`src/rtl/periph_router_pkg.sv`:
```
package periph_router_pkg;

    localparam int ADDR_W = 24;
    localparam int DATA_W = 16;
    localparam int NSEL   = 5;

    // select bit index per target (bit order is software visible)
    localparam int IDX_CAN1 = 0;
    localparam int IDX_CAN2 = 1;
    localparam int IDX_RAM  = 2;
    localparam int IDX_XIO  = 3;
    localparam int IDX_PWM  = 4;

    localparam logic [NSEL-1:0] RESET_SEL = 5'h05;

    localparam logic [ADDR_W-1:0] WIN_BASE [NSEL] =
        '{24'h00EF00, 24'h00EE00, 24'h008000, 24'h00C000, 24'h00EC00};
    localparam int WIN_LOG2 [NSEL] = '{8, 8, 14, 10, 8};

    // range shared by both CAN windows and the PWM window
    localparam logic [ADDR_W-1:0] SHARED_BASE = 24'h00EC00;
    localparam int                SHARED_LOG2 = 10;
    localparam logic [NSEL-1:0]   SHARED_MASK = 5'b10011;

    typedef struct packed {
        logic [NSEL-1:0] sel;
        logic            gen;
    } cfg_state_t;

endpackage

```
`src/rtl/periph_cfg_reg.sv`:
```
module periph_cfg_reg
    import periph_router_pkg::*;
(
    input  logic              clk,
    input  logic              rst_n,
    input  logic              we,
    input  logic [NSEL-1:0]   wsel,
    input  logic              gen_set,
    output logic [NSEL-1:0]   sel_q,
    output logic              gen_q
);

    cfg_state_t st_d, st_q;

    always_comb begin
        st_d = st_q;
        if (we && !st_q.gen) begin
            st_d.sel = wsel;
        end
        if (gen_set) begin
            st_d.gen = 1'b1;
        end
    end

    always_ff @(posedge clk or negedge rst_n) begin
        if (!rst_n) begin
            st_q <= '{sel: RESET_SEL, gen: 1'b0};
        end else begin
            st_q <= st_d;
        end
    end

    assign sel_q = st_q.sel;
    assign gen_q = st_q.gen;

    assert_gen_sticky_R4: assert property (@(posedge clk) disable iff (!rst_n)
        gen_q |=> gen_q);
    assert_sel_frozen_R3: assert property (@(posedge clk) disable iff (!rst_n)
        gen_q |=> $stable(sel_q));
    assert_sel_load_R2: assert property (@(posedge clk) disable iff (!rst_n)
        (we && !gen_q) |=> (sel_q == $past(wsel)));

endmodule

```
`src/rtl/periph_addr_decode.sv`:
```
module periph_addr_decode
    import periph_router_pkg::*;
(
    input  logic [ADDR_W-1:0] addr,
    input  logic [NSEL-1:0]   sel,
    input  logic              gen,
    output logic [NSEL-1:0]   claim,
    output logic              ext
);

    logic [NSEL-1:0] hit;
    logic            shared_hit;
    logic            shared_held;

    for (genvar gi = 0; gi < NSEL; gi++) begin : g_win
        localparam int SH = WIN_LOG2[gi];
        assign hit[gi]   = (addr >> SH) == (WIN_BASE[gi] >> SH);
        assign claim[gi] = hit[gi] && gen && sel[gi];
    end

    assign shared_hit  = (addr >> SHARED_LOG2) == (SHARED_BASE >> SHARED_LOG2);
    assign shared_held = shared_hit && gen && |(sel & SHARED_MASK);
    assign ext         = !(|claim) && !shared_held;

endmodule

```
`src/rtl/periph_router.sv`:
```
module periph_router
    import periph_router_pkg::*;
(
    input  logic              clk,
    input  logic              rst_n,
    input  logic              cfg_we,
    input  logic [DATA_W-1:0] cfg_wdata,
    output logic [DATA_W-1:0] cfg_rdata,
    input  logic              glob_en_set,
    output logic              glob_en,
    input  logic [ADDR_W-1:0] addr,
    output logic              sel_ram,
    output logic              sel_can1,
    output logic              sel_can2,
    output logic              sel_pwm,
    output logic              sel_xio,
    output logic              ext_access,
    output logic              can1_pins_free,
    output logic              can2_pins_free
);

    logic [NSEL-1:0] sel_q;
    logic            gen_q;
    logic [NSEL-1:0] claim;
    logic            unused_wdata_hi;

    assign unused_wdata_hi = ^cfg_wdata[DATA_W-1:NSEL];

    periph_cfg_reg u_cfg (
        .clk     (clk),
        .rst_n   (rst_n),
        .we      (cfg_we),
        .wsel    (cfg_wdata[NSEL-1:0]),
        .gen_set (glob_en_set),
        .sel_q   (sel_q),
        .gen_q   (gen_q)
    );

    periph_addr_decode u_dec (
        .addr  (addr),
        .sel   (sel_q),
        .gen   (gen_q),
        .claim (claim),
        .ext   (ext_access)
    );

    assign cfg_rdata      = {{(DATA_W-NSEL){1'b0}}, sel_q};
    assign glob_en        = gen_q;
    assign sel_can1       = claim[IDX_CAN1];
    assign sel_can2       = claim[IDX_CAN2];
    assign sel_ram        = claim[IDX_RAM];
    assign sel_xio        = claim[IDX_XIO];
    assign sel_pwm        = claim[IDX_PWM];
    assign can1_pins_free = !(gen_q && sel_q[IDX_CAN1]);
    assign can2_pins_free = !(gen_q && sel_q[IDX_CAN2]);

    assert_onehot_sel_R10: assert property (@(posedge clk) disable iff (!rst_n)
        $onehot0({sel_ram, sel_can1, sel_can2, sel_pwm, sel_xio}));
    assert_ext_excl_R10: assert property (@(posedge clk) disable iff (!rst_n)
        ext_access |-> ({sel_ram, sel_can1, sel_can2, sel_pwm, sel_xio} == 5'b0));
    assert_off_external_R6: assert property (@(posedge clk) disable iff (!rst_n)
        !glob_en |-> (ext_access && can1_pins_free && can2_pins_free));
    assert_can_pins_R9: assert property (@(posedge clk) disable iff (!rst_n)
        sel_can1 |-> !can1_pins_free);
    assert_readback_hi_R2: assert property (@(posedge clk) disable iff (!rst_n)
        cfg_rdata[DATA_W-1:NSEL] == '0);

endmodule

```
`config.mk`:
```
export PLATFORM = sky130hd
export DESIGN_NAME = periph_router
export DESIGN_NICKNAME = d
export VERILOG_FILES = /design/src/rtl/periph_router_pkg.sv /design/src/rtl/periph_cfg_reg.sv /design/src/rtl/periph_addr_decode.sv /design/src/rtl/periph_router.sv
export SDC_FILE = /design/constraint.sdc
export NUM_CORES = 1
export LEC_CHECK = 0
export ABC_AREA = 1
export CAP_MARGIN = 20
export CORE_AREA = 2 2 39 41
export DETAILED_ROUTE_END_ITERATION = 8
export DIE_AREA = 0 0 41 43
export DONT_BUFFER_PORTS = 1
export SYNTH_ARGS = -nofsm -noshare
export SYNTH_HDL_FRONTEND = slang
export SYNTH_SLANG_ARGS = --single-unit
```
`constraint.sdc`:
```
create_clock -name clk -period 1.76 [get_ports clk]
set_clock_uncertainty 0.2 [all_clocks]
set_input_delay 0.352 -clock clk [delete_from_list [all_inputs] [get_ports clk]]
set_output_delay 0.352 -clock clk [all_outputs]
set_load 0.05 [all_outputs]
```
==> impl_metrics.ini, run 1 <==
[yosys]
yosys-top-cells-count = nor2_1, inv_1, nand2_1
synth_cells = 85
synth_ff_type = dfrtp_1
yosysWarnings = 0
yosysTopAreaCell = dfrtp_1
avgSynthCellArea_um2 = 6.34
syn_area_um2 = 539
synth_top_area_frac = 0.186
seq_area_frac_synth = 0.283
synth_edf_count = 0
synth_area_leaders = dfrtp_1, buf_4, nor2_1
synthDistinctLibCells = 14
yosys_register_bits = 6
async_flop_share = 1.00
yosysMostFrequentCell = nor2_1

[pwr]
leakagePower_nw = 0.426
total_power_mw = 0.483
peakVddDrop_v = 0.000462
p_per_area_nw_per_um2 = 571

[worst_hold_path]
hold_path_class = in -> reg

[drt]
drtIter0Drc = 1
num_vias = 560
wl_per_cell_um = 9.40
antenna_left = 0
drc = 0
routed_wl_um = 1180
viasPerCell = 4.44
drt-pass1-iter-count = 3

[sta]
setup_viol = 7
fin_setup_tns_ns = -1.19
rsz0062_at_grt = yes
holdWs_ns = 0.0558
clock.fmax_mhz = 482
min_period_over_period = 1.18
slew_viol_final = 0
finalHoldViolations = 0
min_period_ns = 2.07
layout_setup_ws_ns = -0.313

[floorplanning]
die_x_um = 41
die_area_um2 = 1760
rows = 14
io_pins = 69
core_area_um2 = 1380
initial_core_util = 0.390
die_height_um = 43

[place]
post_dp_cell_area_um2 = 738
dp_hpwl_um = 1030
routabilityCongestion = 0.630
place_ws_ns = -0.115
port_buffers = 0
dp.cells = 118

[layout]
instances_no_fill = 126
diodes = 0
final_area_um2 = 846
area_growth_pct = 56.8
final_util = 0.611
layout-drive-gt1-share = 0.418
fin_nets = 155

[flow_run]
max-cap-violations = 0

[setup_path]
worstPathCellList = nand2_8 -> nor2_4 -> nand3_2 -> nor2_4 -> nor2_1 -> nand2_2 -> nor2_4 -> buf_12
cp_slowest_cell = dfstp_4
arrival_ns = 1.52
cp_num_buf_inv = 1
slowest_delay_ns = 0.65
path_class = reg -> out
required_ns = 1.21
critPathMaxFanout = 3
cp_common_cell = nor2_4
path_delay_family = flip-flops
end_kind = output port
cp-start-kind = flop

[clock_tree]
cts_buffers = 3
path_clk_slew_ns = 0.05
cts.path.max_buffers = 2
clockRootBuffer = clkbuf_4
htreeDepth = 1
clock_latency_ns = 0.25
cts.sinks = 6
tritoncts = done

[grt]
grt_max_degree = 8
grt.total_usage = 0.159
grt_pass1_vias = 482
antenna_found_initial = 0
grt_pass1_wl_um = 1860
overflow = 0

[status]
status = finished, violations left
violations = negative setup slack
==> per-layer routing <==
layer / vias up / routed length, um / global-route usage
li1: 285 / - / -
met1: 242 / 398 / 0.166
met2: 28 / 654 / 0.269
met3: 5 / 94 / 0.0314
met4: 0 / 36 / 0.100
met5: - / 0 / 0
==> flip-flops by register name, indices dropped and copies added, names as in the netlist <==
register / flops
u_cfg.gen_q: 1
u_cfg.sel_q: 5
==> cells by family (layout without fill, tap and decap cells) <==
group	count (synthesis)	after routing	synth area share
and+or+nand+nor	46	46	0.364
AOI/OAI and AO/OA	2	2	0.0186
buffers and inverters	27	42	0.265
other	1	11	0.00695
muxes	3	3	0.0626
DFF	6	6	0.283
==> final timing paths <==
check | from | endpoint | slack, ns | depth (start not counted)
hold / removal | cfg_wdata[3] | u_cfg.sel_q[3] | 0.06 | 1
min in group asynchronous | rst_n | u_cfg.gen_q | 0.21 | 1
max in group asynchronous | rst_n | u_cfg.sel_q[2] | 0.88 | 1
hold reg to reg | u_cfg.sel_q[1] | u_cfg.sel_q[1] | 0.34 | 2
setup / recovery | u_cfg.sel_q[0] | ext_access | -0.31 | 8
setup reg to reg | u_cfg.gen_q | u_cfg.sel_q[3] | 0.24 | 4
==> cells in the final DEF, fill, tap and decap left out <==
cell type / synthesis / layout
buf_8: 0 / 2
nand3b_1: 1 / 1
dfstp_4: 0 / 1
buf_6: 0 / 2
inv_2: 0 / 2
or2_2: 1 / 1
dfstp_2: 2 / 1
nand4_1: 3 / 3
nand2_8: 0 / 1
nor2_1: 21 / 17
inv_1: 16 / 12
dfrtp_1: 4 / 1
clkbuf_1: 0 / 1
buf_12: 0 / 2
dfrtp_2: 0 / 2
clkinvlp_4: 0 / 2
nor3_4: 0 / 1
nand2_1: 16 / 12
dlygate4sd3_1: 0 / 2
nand2_4: 0 / 1
nand3_1: 3 / 2
a21oi_1: 2 / 2
buf_4: 11 / 14
nand2_2: 0 / 2
conb_1: 1 / 11
dfrtp_4: 0 / 1
clkbuf_4: 0 / 3
mux2_2: 3 / 3
nor2_4: 0 / 4
nand3_2: 0 / 1
==> what timing repair did <==
item | in CTS | in global routing
gates resized for setup | 8 | 5
endpoints found under the hold margin | 6 | 1
setup endpoints to repair | 7 | 8
gates cloned | 0 | 0
pin swaps | 3 | 4
setup buffers | 2 | 1
hold buffers | 1 | 1
==> area by class of cell <==
class | count | area, um^2
repair buffers | 22 | 218
inverters | 16 | 67.6
fillers | 143 | 538
multi-input cells | 62 | 352
clock buffers | 4 | 26.3
well taps | 16 | 20.0
flip-flops and latches | 6 | 163
==> report_power, final <==
part           internal [mW]  switching, mW  total, mW
logic                 0.0464          0.137      0.183
clock network         0.0860         0.0511      0.137
registers              0.154        0.00864      0.162
Note: power is estimated with default switching activity, not from simulation.
==> run 2, diff against run 1 <==
--- a/config.mk
+++ b/config.mk
@@ -11,6 +11,8 @@
 export DETAILED_ROUTE_END_ITERATION = 8
 export DIE_AREA = 0 0 41 43
 export DONT_BUFFER_PORTS = 1
+export RECOVER_POWER = 100
+export SETUP_SLACK_MARGIN = 0.3
 export SYNTH_ARGS = -nofsm -noshare
 export SYNTH_HDL_FRONTEND = slang
 export SYNTH_SLANG_ARGS = --single-unit
==> impl_metrics.ini, run 2 (synthesized netlist as in run 1, its figures left out) <==
[status]
status = finished, violations left
violations = negative setup slack

[floorplanning]
die_x_um = 41
initial_core_util = 0.390
die_area_um2 = 1760
rows = 14
core_area_um2 = 1380
io_pins = 69
die_height_um = 43

[clock_tree]
tritoncts = done
clockRootBuffer = clkbuf_4
cts.sinks = 6
clock_latency_ns = 0.25
htreeDepth = 1
cts_buffers = 3
cts.path.max_buffers = 2
path_clk_slew_ns = 0.05

[drt]
viasPerCell = 4.70
num_vias = 634
drc = 0
routed_wl_um = 1530
wl_per_cell_um = 11.3
drtIter0Drc = 5
drt-pass1-iter-count = 4
antenna_left = 0

[sta]
fin_setup_tns_ns = -1.77
rsz0062_at_grt = yes
layout_setup_ws_ns = -0.351
setup_viol = 8
clock.fmax_mhz = 474
slew_viol_final = 0
finalHoldViolations = 0
min_period_ns = 2.11
min_period_over_period = 1.20

[place]
port_buffers = 0
routabilityCongestion = 0.682
dp_hpwl_um = 1040
place_ws_ns = -0.119

[pwr]
total_power_mw = 0.503
sw_frac_of_total = 0.412
leakagePower_nw = 0.469
p_per_area_nw_per_um2 = 518
combPwrFrac = 0.398
p_sw_mw = 0.207
peakVddDrop_v = 0.000405
p_seq_frac = 0.324
clkPwrFrac = 0.277
internal_power_mw = 0.296

[layout]
area_growth_pct = 80.0
nFillCells = 122
fin_nets = 164
final_cell_mix = nor2_1, buf_6, nand2_1, inv_1, conb_1
layout-drive-gt1-share = 0.487
diodes = 0
mostFrequentLayoutCell = nor2_1
largest_reg_flops = 5

[worst_hold_path]
hold_path_class = in -> reg
min_path_cells = 1

[grt]
grt.total_usage = 0.179
antenna_found_initial = 0
grt_pass1_vias = 578
overflow = 0
grt_pass1_wl_um = 2170
grt_max_degree = 8

[setup_path]
required_ns = 1.21
arrival_ns = 1.56
critPathMaxFanout = 2
path_class = reg -> out
end_kind = output port
reg2reg_depth = 5
cp-start-kind = flop

[flow_run]
max-cap-violations = 0
==> run 2: changes by cell type in the layout (fill, tap and decap cells not counted), moves of 2 or more <==
cell      delta
buf_6       +10
buf_4        -5
clkbuf_2     +3
mux2_2       -2
nor2_1       -2
nor2_2       +2
==> run 2: critical path, cell delays in order, from the launching register on <==
cell	delay (ns)
dfstp_4	0.64
nand2_8	0.06
nor2_4	0.08
nand3_2	0.10
nor2_4	0.12
nor2_2	0.05
nand2_2	0.08
nor2_4	0.04
buf_12	0.14
==> run 2: metal layers <==
metal  GRT usage  routed length, um  up-vias
li1            -                  -      301
met1       0.168                453      295
met2       0.347                938       35
met3      0.0157                111        3
met4      0.0800                 25        0
met5           0                  0        -
==> run 2: area by class of cell <==
cell class	count	area, um^2	share of cell area
flip-flops and latches	6	163	0.168
repair buffers	31	307	0.316
multi-input cells	62	382	0.393
inverters	16	73.8	0.0760
well taps	16	20.0	0.0206
clock buffers	4	26.3	0.0271
==> run 2: power by group through the flow <==
stage | Clock, mW | Combinational, mW | Sequential (mW)
after floorplan | 0 | 0.116 | 0.203
after global placement | 0 | 0.171 | 0.164
after detailed placement | 0 | 0.172 | 0.164
after CTS | 0.141 | 0.202 | 0.163
after global routing | 0.153 | 0.211 | 0.164
final | 0.140 | 0.200 | 0.163
==> run 2: final timing paths <==
kind	startpoint	endpoint	slack [ns]
setup reg to reg	u_cfg.gen_q	u_cfg.sel_q[3]	0.02
hold reg to reg	u_cfg.sel_q[1]	u_cfg.sel_q[1]	0.36
min in group asynchronous	rst_n	u_cfg.gen_q	0.21
hold / removal	glob_en_set	u_cfg.gen_q	0.009
max in group asynchronous	rst_n	u_cfg.sel_q[2]	0.88
setup / recovery	u_cfg.sel_q[0]	ext_access	-0.35
==> run 2: through the flow <==
| step | instance area, um^2 | cells | util | hold slack, ns |
|---|---|---|---|---|
| after floorplan | 647 | 95 | - | -0.144 |
| after global placement | 739 | 119 | 0.534 | -0.143 |
| after detailed placement | 739 | 119 | 0.534 | -0.143 |
| after CTS | 903 | 130 | 0.653 | 0.00578 |
| after global routing | 971 | 135 | 0.702 | -0.00167 |
| final | 971 | 135 | 0.702 | 0.00880 |
==> run 2: timing repair <==
item / CTS / global route
pin swaps: 8 / 12
gates resized for setup: 22 / 17
buffers inserted: 6 / 5
endpoints found under the hold margin: 6 / 0
setup endpoints to repair: 13 / 13
hold buffers: 1 / 0
==> run 3, diff against run 2 <==
--- a/config.mk
+++ b/config.mk
@@ -5,7 +5,6 @@
 export SDC_FILE = /design/constraint.sdc
 export NUM_CORES = 1
 export LEC_CHECK = 0
-export ABC_AREA = 1
 export CAP_MARGIN = 20
 export CORE_AREA = 2 2 39 41
 export DETAILED_ROUTE_END_ITERATION = 8
@@ -13,6 +12,7 @@
 export DONT_BUFFER_PORTS = 1
 export RECOVER_POWER = 100
 export SETUP_SLACK_MARGIN = 0.3
+export SLEW_MARGIN = 20
 export SYNTH_ARGS = -nofsm -noshare
 export SYNTH_HDL_FRONTEND = slang
 export SYNTH_SLANG_ARGS = --single-unit
==> impl_metrics.ini, run 3 <==
[status]
status = finished, violations left
violations = negative setup slack

[place]
routabilityCongestion = 0.571
post_dp_cell_area_um2 = 714
dp.cells = 82
place_ws_ns = -0.167
port_buffers = 0
dp_hpwl_um = 884

[sta]
min_period_ns = 1.90
layout_setup_ws_ns = -0.137
rsz0062_at_grt = yes
min_period_over_period = 1.08
fin_setup_tns_ns = -0.669
clock.fmax_mhz = 527
slew_viol_final = 0
finalHoldViolations = 0
setup_viol = 8

[layout]
largest_reg_flops = 5
fin_nets = 118
mostFrequentLayoutCell = conb_1
diodes = 0
nFillCells = 122
final_cell_mix = conb_1, buf_12, buf_4, nand2_1
area_growth_pct = 85.3
final_area_um2 = 835
instances_no_fill = 88
layout-drive-gt1-share = 0.653

[setup_path]
cp-start-kind = input port
reg2reg_depth = 4
end_kind = output port
path_delay_family = simple AND/OR/NAND/NOR gates
critPathMaxFanout = 4
r2r_slack_ns = 0.06
arrival_ns = 1.34
slowest_delay_ns = 0.30
worstPathCellList = nor4_4 -> nand4b_4 -> buf_6 -> nor3_4 -> buf_12
cp_num_buf_inv = 2
required_ns = 1.21
r2r-start = u_cfg.gen_q
r2r_end = u_cfg.sel_q[4]
cp_slowest_cell = nor4_4
path_class = in -> out

[floorplanning]
die_area_um2 = 1760
initial_core_util = 0.325
rows = 14
die_height_um = 43
die_x_um = 41
io_pins = 69
core_area_um2 = 1380

[drt]
antenna_left = 0
viasPerCell = 4.82
highest-signal-layer = met4
wl_met1_um = 336
routed_wl_um = 1150
wl_met2_um = 656
num_vias = 424
drtIter0Drc = 0
wl_per_cell_um = 13.0
met3_wirelength_um = 109
drt-pass1-iter-count = 1
drc = 0

[worst_hold_path]
hold_path_class = in -> reg
hp-start = glob_en_set
min_path_cells = 1
hold_path_end = u_cfg.gen_q

[yosys]
synth_edf_count = 0
avgSynthCellArea_um2 = 9.58
synth_top_area_frac = 0.222
synth_cells = 47
seq_area_frac_synth = 0.339
synth_area_leaders = dfrtp_1, buf_4, mux2_2
yosysTopAreaCell = dfrtp_1
synth_ff_type = dfrtp_1
async_flop_share = 1.00
synthDistinctLibCells = 19
yosysWarnings = 0
yosys_register_bits = 6
yosys-top-cells-count = buf_4, nand2_1, mux2_2
yosysMostFrequentCell = buf_4
syn_area_um2 = 450

[clock_tree]
htreeDepth = 1
path_clk_slew_ns = 0.04
clock_latency_ns = 0.24
tritoncts = done
cts.sinks = 6
cts.path.max_buffers = 2
cts_buffers = 3
clockRootBuffer = clkbuf_4

[grt]
grt.total_usage = 0.144
antenna_found_initial = 0
grt_pass1_wl_um = 1650
grt_max_degree = 7
grt_pass1_vias = 413
overflow = 0

[pwr]
peakVddDrop_v = 0.000434
p_per_area_nw_per_um2 = 617
leakagePower_nw = 0.402

[flow_run]
max-cap-violations = 0
==> run 3: cell count changes after synthesis, moves of 2 or more <==
cell,delta
nor2_1,-18
inv_1,-16
nand2_1,-10
nand4_1,-3
nor3_1,+3
a21oi_1,-2
mux2_2,+2
nand3_1,-2
nor4_2,+2
==> run 3: final cells by class <==
class,count,area (um^2),area share
clock buffers,3,22.5,0.0270
flip-flops and latches,6,158,0.189
well taps,16,20.0,0.0240
repair buffers,23,275,0.330
multi-input cells,40,359,0.430
==> run 3: layer usage <==
layer  global-route usage  up-vias
met1                0.157      195
met5                    0        -
li1                     -      200
met4                0.120        0
met3               0.0471        4
met2                0.213       25
==> run 3: power breakdown <==
group | internal (mW) | switching [mW] | leakage, nW | total (mW)
clock network | 0.0768 | 0.0450 | 0.0138 | 0.122
registers | 0.156 | 0.00924 | 0.0627 | 0.166
logic | 0.0700 | 0.157 | 0.325 | 0.227
==> run 3: cell families (layout without fill, tap and decap cells) <==
logic type      after synthesis  count (layout)  synth area share
simple gates                 22              22             0.306
buf+inv                      11              26             0.183
flops                         6               6             0.339
mux                           5               5             0.125
compound gates                2               2            0.0389
other cells                   1              11           0.00833
==> run 3: how the worst max path moves through the flow <==
stage / to / cells after the start / startpoint / slack [ns]
after floorplan: sel_can2 / 3 / addr[18] / -0.37
after global placement: sel_can1 / 5 / addr[18] / -0.15
after detailed placement: sel_can1 / 5 / addr[18] / -0.17
after CTS: sel_can1 / 5 / addr[23] / -0.15
after global routing: sel_can1 / 5 / addr[18] / -0.18
final: sel_can1 / 5 / addr[18] / -0.14
==> run 3: what timing repair did <==
action                                  CTS  global route
setup buffers                             0             2
hold buffers                              1             0
pin swaps                                 3             5
resized for setup                        20             5
hold endpoints to repair                  6             0
endpoints found under the setup margin   15            15
==> run 3: stage by stage <==
stage | util | power, mW | hold WS, ns
after floorplan | - | 0.337 | -0.144
after global placement | 0.516 | 0.354 | -0.143
after detailed placement | 0.516 | 0.355 | -0.143
after CTS | 0.596 | 0.514 | 0.00848
after global routing | 0.603 | 0.541 | 0.00654
final | 0.603 | 0.515 | 0.0180
